[config.mk]
export PLATFORM = sky130hd
export DESIGN_NAME = sscg_mod_ctrl
export DESIGN_NICKNAME = d
export VERILOG_FILES = /design/src/rtl/sscg_pkg.sv /design/src/rtl/sscg_phase_fsm.sv /design/src/rtl/sscg_step_calc.sv /design/src/rtl/sscg_offset_acc.sv /design/src/rtl/sscg_mod_ctrl.sv
export SDC_FILE = /design/constraint.sdc
export NUM_CORES = 1
export LEC_CHECK = 0
export BUFFER_PORTS_ARGS = -buffer_cell sky130_fd_sc_hd__clkbuf_2
export CAP_MARGIN = 40
export CELL_PAD_IN_SITES_DETAIL_PLACEMENT = 0
export CELL_PAD_IN_SITES_GLOBAL_PLACEMENT = 1
export CORE_ASPECT_RATIO = 1.5
export CORE_MARGIN = 5
export CORE_UTILIZATION = 50
export CTS_BUF_LIST = sky130_fd_sc_hd__clkbuf_4
export DETAILED_ROUTE_END_ITERATION = 8
export PLACE_DENSITY = 0.9
export SLEW_MARGIN = 20
export SYNTH_ARGS = -nofsm -noshare
export SYNTH_HDL_FRONTEND = slang
export SYNTH_HIERARCHICAL = 1
export SYNTH_SLANG_ARGS = --single-unit
[constraint.sdc]
create_clock -name clk -period 141.9 [get_ports clk]
set_input_delay 14.19 -clock clk [delete_from_list [all_inputs] [get_ports clk]]
set_output_delay 14.19 -clock clk [all_outputs]
set_load 0.02 [all_outputs]
[src/rtl/sscg_pkg.sv]
package sscg_pkg;

    typedef enum logic [1:0] {
        PH_IDLE    = 2'd0,
        PH_RISE    = 2'd1,
        PH_FALL    = 2'd2,
        PH_RECOVER = 2'd3
    } phase_t;

    localparam int unsigned DIV_MAX = 720;

    // Reference cycles per modulation period for each range code
    function automatic int unsigned period_len(input logic [1:0] sel);
        case (sel)
            2'b00:   return 120;
            2'b01:   return 240;
            2'b10:   return 480;
            default: return 720;
        endcase
    endfunction

endpackage

[src/rtl/sscg_phase_fsm.sv]
module sscg_phase_fsm
    import sscg_pkg::*;
#(
    parameter int CNT_W = 10
) (
    input  logic             clk,
    input  logic             rst,
    input  logic             enable,
    input  logic [1:0]       range_sel,
    output phase_t           phase,
    output logic [CNT_W-1:0] cnt,
    output logic [CNT_W-1:0] lim,
    output logic             load
);

    phase_t           phase_q, phase_d;
    logic [CNT_W-1:0] cnt_q, cnt_d;
    logic [CNT_W-1:0] lim_q, lim_d;
    logic [CNT_W-1:0] lim_in;
    logic [CNT_W-1:0] quarter;
    logic [CNT_W-1:0] three_q;

    assign lim_in  = CNT_W'(period_len(range_sel));
    assign quarter = lim_q >> 2;
    assign three_q = quarter + (quarter << 1);

    // State register
    always_ff @(posedge clk) begin
        if (rst) begin
            phase_q <= PH_IDLE;
            cnt_q   <= '0;
            lim_q   <= lim_in;
        end else begin
            phase_q <= phase_d;
            cnt_q   <= cnt_d;
            lim_q   <= lim_d;
        end
    end

    // Next state and outputs
    always_comb begin
        phase_d = phase_q;
        cnt_d   = cnt_q + 1'b1;
        lim_d   = lim_q;
        load    = 1'b0;
        if (!enable) begin
            phase_d = PH_IDLE;
            cnt_d   = '0;
        end else begin
            unique case (phase_q)
                PH_IDLE: begin
                    load    = 1'b1;
                    phase_d = PH_RISE;
                    cnt_d   = '0;
                    lim_d   = lim_in;
                end
                PH_RISE: begin
                    if (cnt_q == quarter - 1'b1) phase_d = PH_FALL;
                end
                PH_FALL: begin
                    if (cnt_q == three_q - 1'b1) phase_d = PH_RECOVER;
                end
                PH_RECOVER: begin
                    if (cnt_q == lim_q - 1'b1) begin
                        load    = 1'b1;
                        phase_d = PH_RISE;
                        cnt_d   = '0;
                        lim_d   = lim_in;
                    end
                end
                default: phase_d = PH_IDLE;
            endcase
        end
    end

    assign phase = phase_q;
    assign cnt   = cnt_q;
    assign lim   = lim_q;

endmodule

[src/rtl/sscg_step_calc.sv]
module sscg_step_calc
    import sscg_pkg::*;
#(
    parameter int WORD_W = 24,
    parameter int FRAC_W = 8,
    parameter int STEP_W = WORD_W + 4 + FRAC_W
) (
    input  logic [WORD_W-1:0] nominal_in,
    input  logic [2:0]        spread_code,
    input  logic [1:0]        range_sel,
    output logic [STEP_W-1:0] step
);

    logic [3:0]        k_half;
    logic [STEP_W-1:0] num;
    logic [STEP_W-1:0] den;

    // Half-percent units; code 7 saturates to the 4.0% setting
    assign k_half = (spread_code > 3'd6) ? 4'd8 : ({1'b0, spread_code} + 4'd2);
    assign num    = (STEP_W'(nominal_in) * STEP_W'(k_half)) << FRAC_W;
    assign den    = STEP_W'(100 * period_len(range_sel));
    assign step   = num / den;

endmodule

[src/rtl/sscg_offset_acc.sv]
module sscg_offset_acc #(
    parameter int WORD_W = 24,
    parameter int FRAC_W = 8,
    parameter int STEP_W = WORD_W + 4 + FRAC_W
) (
    input  logic              clk,
    input  logic              rst,
    input  logic              enable,
    input  logic              load,
    input  logic              dir_up,
    input  logic [WORD_W-1:0] nominal_in,
    input  logic [STEP_W-1:0] step_in,
    output logic [WORD_W-1:0] out_word
);

    localparam int OFF_W = STEP_W + 2;

    logic signed [OFF_W-1:0] off_q, off_d;
    logic signed [OFF_W-1:0] step_x;
    logic signed [OFF_W-1:0] whole;
    logic [STEP_W-1:0]       step_q, step_d;
    logic [WORD_W-1:0]       nom_q, nom_d;
    logic [WORD_W-1:0]       out_q, out_d;

    assign step_x = signed'({2'b00, step_q});

    always_comb begin
        step_d = load ? step_in : step_q;
        if (!enable || load) begin
            off_d = '0;
            nom_d = nominal_in;
        end else begin
            off_d = dir_up ? (off_q + step_x) : (off_q - step_x);
            nom_d = nom_q;
        end
        whole = off_d >>> FRAC_W;
        out_d = nom_d + whole[WORD_W-1:0];
    end

    always_ff @(posedge clk) begin
        if (rst) begin
            off_q  <= '0;
            step_q <= '0;
            nom_q  <= nominal_in;
            out_q  <= nominal_in;
        end else begin
            off_q  <= off_d;
            step_q <= step_d;
            nom_q  <= nom_d;
            out_q  <= out_d;
        end
    end

    assign out_word = out_q;

endmodule

[src/rtl/sscg_mod_ctrl.sv]
module sscg_mod_ctrl
    import sscg_pkg::*;
#(
    parameter int WORD_W = 24,
    parameter int FRAC_W = 8
) (
    input  logic              clk,
    input  logic              rst,
    input  logic              enable,
    input  logic [1:0]        range_sel,
    input  logic [2:0]        spread_code,
    input  logic [WORD_W-1:0] nominal_in,
    output logic [WORD_W-1:0] out_word
);

    localparam int CNT_W  = $clog2(DIV_MAX);
    localparam int STEP_W = WORD_W + 4 + FRAC_W;

    phase_t            phase_w;
    logic [CNT_W-1:0]  cnt_w;
    logic [CNT_W-1:0]  lim_w;
    logic              load_w;
    logic [STEP_W-1:0] step_w;
    logic              dir_up_w;

    assign dir_up_w = (phase_w == PH_RISE) || (phase_w == PH_RECOVER);

    sscg_phase_fsm #(.CNT_W(CNT_W)) u_fsm (
        .clk       (clk),
        .rst       (rst),
        .enable    (enable),
        .range_sel (range_sel),
        .phase     (phase_w),
        .cnt       (cnt_w),
        .lim       (lim_w),
        .load      (load_w)
    );

    sscg_step_calc #(.WORD_W(WORD_W), .FRAC_W(FRAC_W), .STEP_W(STEP_W)) u_step (
        .nominal_in  (nominal_in),
        .spread_code (spread_code),
        .range_sel   (range_sel),
        .step        (step_w)
    );

    sscg_offset_acc #(.WORD_W(WORD_W), .FRAC_W(FRAC_W), .STEP_W(STEP_W)) u_acc (
        .clk        (clk),
        .rst        (rst),
        .enable     (enable),
        .load       (load_w),
        .dir_up     (dir_up_w),
        .nominal_in (nominal_in),
        .step_in    (step_w),
        .out_word   (out_word)
    );

endmodule

* Word level (Yosys, flattened, before mapping)
Cells that the tools add are included. W data, S select, Z words.
Cells by class: equality and inequality tests 12, order comparisons 1, multiply operators 2, bitwise gates (word level) 1, reduce and logical (&&, ||, !) cells 11, add/subtract/negate cells 9, mux-type cells 20, divide/modulo/power cells 1
Operators by type and width (count):
- $mux W24 | 3
- $mux W10 | 4
- $pmux W10 S2 | 2
- $add A38 B37 Y38 | 1
- $mux W38 | 1
- $sub A38 B37 Y38 | 1
- $div A36 B36 Y36 | 1
- $mux W32 | 1
- $eq A10 B10 Y1 | 3
- $pmux W10 S3 | 1
- $mul A24 B4 Y28 | 1
- $add A24 B24 Y24 | 1
- $sub A10 B1 Y10 const B | 2
- $mul A5 B10 Y15 const A | 1
- $add A10 B1 Y10 const B | 1
- $add A8 B9 Y10 | 1
- $sub A8 B1 Y9 const B | 1
- $pmux W2 S4 | 1
- $eq A2 B2 Y1 const B | 3
- $mux W2 | 3
- $ne A2 B1 Y1 const B | 3
- $reduce_and A3 Y1 | 2
- $add A3 B2 Y4 const B | 1
- $eq A2 B1 Y1 const B | 2
- other kinds (12) | 16
Word-level totals: output and inout port bits 24, bits in registers 144, bits of input ports 32

* Depth between registers and ports, before layout
depth in word-level cells 9, gate-level depth with buffers 484, gate-level depth less buffers 447

* Modules after synthesis
The synthesis kept the hierarchy.
By module, submodules not included:
- sscg_step_calc | seq. area each 0.0 µm², cells an instance 3497, instances 1, area an instance 24263.3 µm²
- sscg_offset_acc | seq. area each 2242.2 µm², cells an instance 851, instances 1, area an instance 6990.5 µm²
- sscg_phase_fsm | seq. area each 420.4 µm², cells an instance 174, instances 1, area an instance 1542.7 µm²
- sscg_mod_ctrl | seq. area each 0.0 µm², cells an instance 1, instances 1, area an instance 3.8 µm²

* Worst setup path before layout
No wires, ideal clock.
kind input port to flip-flop, from input range_sel[0], to register u_acc.step_q[0], stages 457, slack 37.219 ns, buffers on the path 43, data arrival time 104.554 ns, path through inv_1 -> ha_1 -> ha_1 -> ha_1 -> xnor2_1 -> nand3_1 -> a21oi_1 -> o2111ai_1 -> or3_1 -> nand2_1 -> o22ai_1 -> ha_1 -> o21a_1 -> nor2_1 -> nor3_1 -> mux2_2 -> ha_1 -> o21ai_0 -> [... 421 more ...] -> nor2b_1 -> o21ai_0 -> nand2b_1 -> a21oi_1 -> nor2b_1 -> o21ai_0 -> nand2b_1 -> a21oi_1 -> nor2b_1 -> o21ai_0 -> nand2b_1 -> a41o_1 -> a311oi_1 -> o2111ai_1 -> a311oi_1 -> nand4b_1 -> mux2i_1 -> nor2_1
On the way: longest elaborated chain between the ends 4
RTL lines:
- from (decl) | RTL line sscg_mod_ctrl.sv:10 | input logic [1:0] range_sel,
- $eq A2 B2 Y1, or another cell as far along | RTL line sscg_pkg.sv:14 | case (sel)
- $pmux W10 S3 (*) | RTL line sscg_pkg.sv:14
- $mul A5 B10 Y15 (*) | RTL line sscg_step_calc.sv:21 | assign den = STEP_W'(100 * period_len(range_sel));
- $div A36 B36 Y36 (*) | RTL line sscg_step_calc.sv:22 | assign step = num / den;
- net step_w[0] | RTL line sscg_mod_ctrl.sv:23 | logic [STEP_W-1:0] step_w;
- to (signal assigned) | RTL line sscg_offset_acc.sv:48 | step_q <= step_d;
- to (decl) | RTL line sscg_offset_acc.sv:21 | logic [STEP_W-1:0] step_q, step_d;
The timed path passes the listed nets; every way through them passes the cells marked *. A chain may end at the register's enable or synchronous reset.

* Worst setup path after layout
from input spread_code[1], to register u_acc.step_q[0]
On the way: longest elaborated chain between the ends 4
RTL lines:
- from (decl) | RTL line sscg_mod_ctrl.sv:11 | input logic [2:0] spread_code,
- $add A3 B2 Y4 / $gt A3 B3 Y1 (equally long branches) | RTL line sscg_step_calc.sv:19 | assign k_half = (spread_code > 3'd6) ? 4'd8 : ({1'b0, spread_code} + 4'd2);
- $mux W4 (*) | RTL line sscg_step_calc.sv:19
- $mul A24 B4 Y28 (*) | RTL line sscg_step_calc.sv:20 | assign num = (STEP_W'(nominal_in) * STEP_W'(k_half)) << FRAC_W;
- $div A36 B36 Y36 (*) | RTL line sscg_step_calc.sv:22
- net step_w[0] | RTL line sscg_mod_ctrl.sv:23
Marks and branches as above.

==> results.md <==
- Fin nets: around 5,000
- PortBufs: 55
- Core area: between 60,000 and 70,000 um2
- CTS clk-pin slew, worst paths: around 150 ps
- Final wirelength: 106,200 um
- # H-tree levels: 4
- Worst slew pin tran: about 960 ps
- Crit path max fanout: 35
- Post-synthesis cell area: between 30,000 and 40,000 um2
- Drt pass-1 iters: 6
- Largest net degree at the start of global routing: 58
- Fmax: 8.570 MHz
- CTS buffer count: 17
- Area Growth Syn to Fin: 4.858%
- Vias: about 34,000
- Final non-filler cell total: between 5,000 and 6,000
- Vias in the first global route: ~33,000
- Worst hold path type: reg -> reg
- Slew Limit Fails: 0
- CP required: approximately 140,000 ps
- Cell total after placement: 5,359
- Clk buf depth: 2
- Setup CP Type: in -> reg
- DPL Wire Length: 86,020 um
- CTS tree: done
- Status: completed
- Setup TNS: 0 ps
- DRC: 0
- I/O pin count: 56
- Layout cells sized above 1: 0.08682
- Post CTS Setup Buffer Count: 0
- Critical Path Slowest Stage Cell: nor4_1
- Die area: 70,790 um2
- Worst Setup Start Kind: primary input
- Fin crit share: 0.8223
- Worst slew margin: 0.3526
- DR WL/cell: just under 20 um
- Total gr overflow: 0
- Fin. Hold Viols: 0
- GP Congestion: 1.002
- Crit end category: flip-flop
- Post-route ant nets: 0
- Post-Synthesis Cells: 4,513
- Horiz. Die Dim: 218.9 um
- CTS sink cnt: 130
- Warnings from Yosys: 6
- Max-Cap Viols: 0
- Iteration-0 DRC Markers: between 1,500 and 2,000
- CP Data Arrival Time: 117,210 ps
- Gr usage total: 0.2876
- Syn nets: 5,038
- Top cell by count, worst path: o21a_1
- CTS root buf: clkbuf_4
- Vias/cell: 6.254
- Final critical-path required period: 116,680 ps
- Global-route wire length before repair: 166,300 um
- Max incr delay on CP: 830 ps
- R2R setup slack: 135,480 ps
- Post-CTS Hold Buffers: 0
- Initial antenna violation count: 1
- Avg Cell Area, Syn: roughly 7.3 um2
- Worst Skew: between 60 and 70 ps
- CTS resizes: 0
- RSZ-0062 raised after global routing: no
- Die Ht: about 320 um
- Clk_lat worst skew: 660 ps
- Rows: about 120
- # setup viols final: 0
- Initial Util: 0.5011
flip-flops by register name, summed over array words and instances (netlist names):
| register | flops |
|---|---|
| u_fsm/cnt | 10 |
| u_acc/step_q | 32 |
| u_fsm/lim | 6 |
| u_acc/out_word | 24 |
| u_acc/off_q | 32 |
| u_acc/nom_q | 24 |
| u_fsm/phase | 2 |
layout make-up:
cell class                      instances  area (um2)
Fill cell                            6634       31000
Multi-Input combinational cell       4028       28740
Sequential cell                       130        2663
Tap cell                              877        1097
Inverter                              226       850.8
Timing Repair Buffer                   99       634.4
Clock inverter                         15       205.2
Clock buffer                           17       127.6
Antenna cell                            1       2.502
layer usage:
layer / GRT usage / wire [um] / vias up / part of all wire
li1: - / - / 16630 / -
met1: 0.2840 / 38940 / 15630 / 0.37
met2: 0.5426 / 53250 / 1014 / 0.50
met3: 0.03530 / 4428 / 460 / 0.042
met4: 0.2161 / 9542 / 0 / 0.090
met5: 0 / 0 / - / 0
worst max-delay path: cells and delay by family:
kind | cells | cell delay [ps]
compound gates | 237 | 50280
fa+ha+maj | 34 | 11890
simple gates | 120 | 31170
buf+inv | 30 | 6580
mux | 9 | 3000
final timing paths:
check,end,start,cells after the start
setup / recovery,u_acc/step_q[0]$_SDFFE_PP0P_,spread_code[1],430
hold / removal,u_acc/nom_q[23]$_DFF_P_,u_acc/nom_q[23]$_DFF_P_,2
setup reg to reg,u_acc/out_word[23]$_DFF_P_,u_acc/step_q[3]$_SDFFE_PP0P_,23
hold reg to reg,u_acc/nom_q[23]$_DFF_P_,u_acc/nom_q[23]$_DFF_P_,2
per-stage QoR:
stage,instance area (um2),setup WS (ps),hold WS [ps],utilization
after floorplan,32730,37220,417.4,-
after global placement,33900,28800,432.5,0.5190
after detailed placement,33970,26170,446.6,0.5201
after CTS,34310,26490,465.9,0.5251
after global routing,34320,17170,488.0,0.5254
final,34320,25220,460.0,0.5254
placed cells by master (no fill, tap or decap), drive strengths merged, types with 109 or more instances in the layout:
master and count:
nor2 430, nor3 238, a21oi 318, and2 123, nand2 472, o21ai 213, o21a 194, a21o 109
xnor2 145, dfxtp 124, inv 227, ha 446
Power is not shown: default switching activity piles up to over one toggle a cycle in this logic, so the estimate is an artifact.
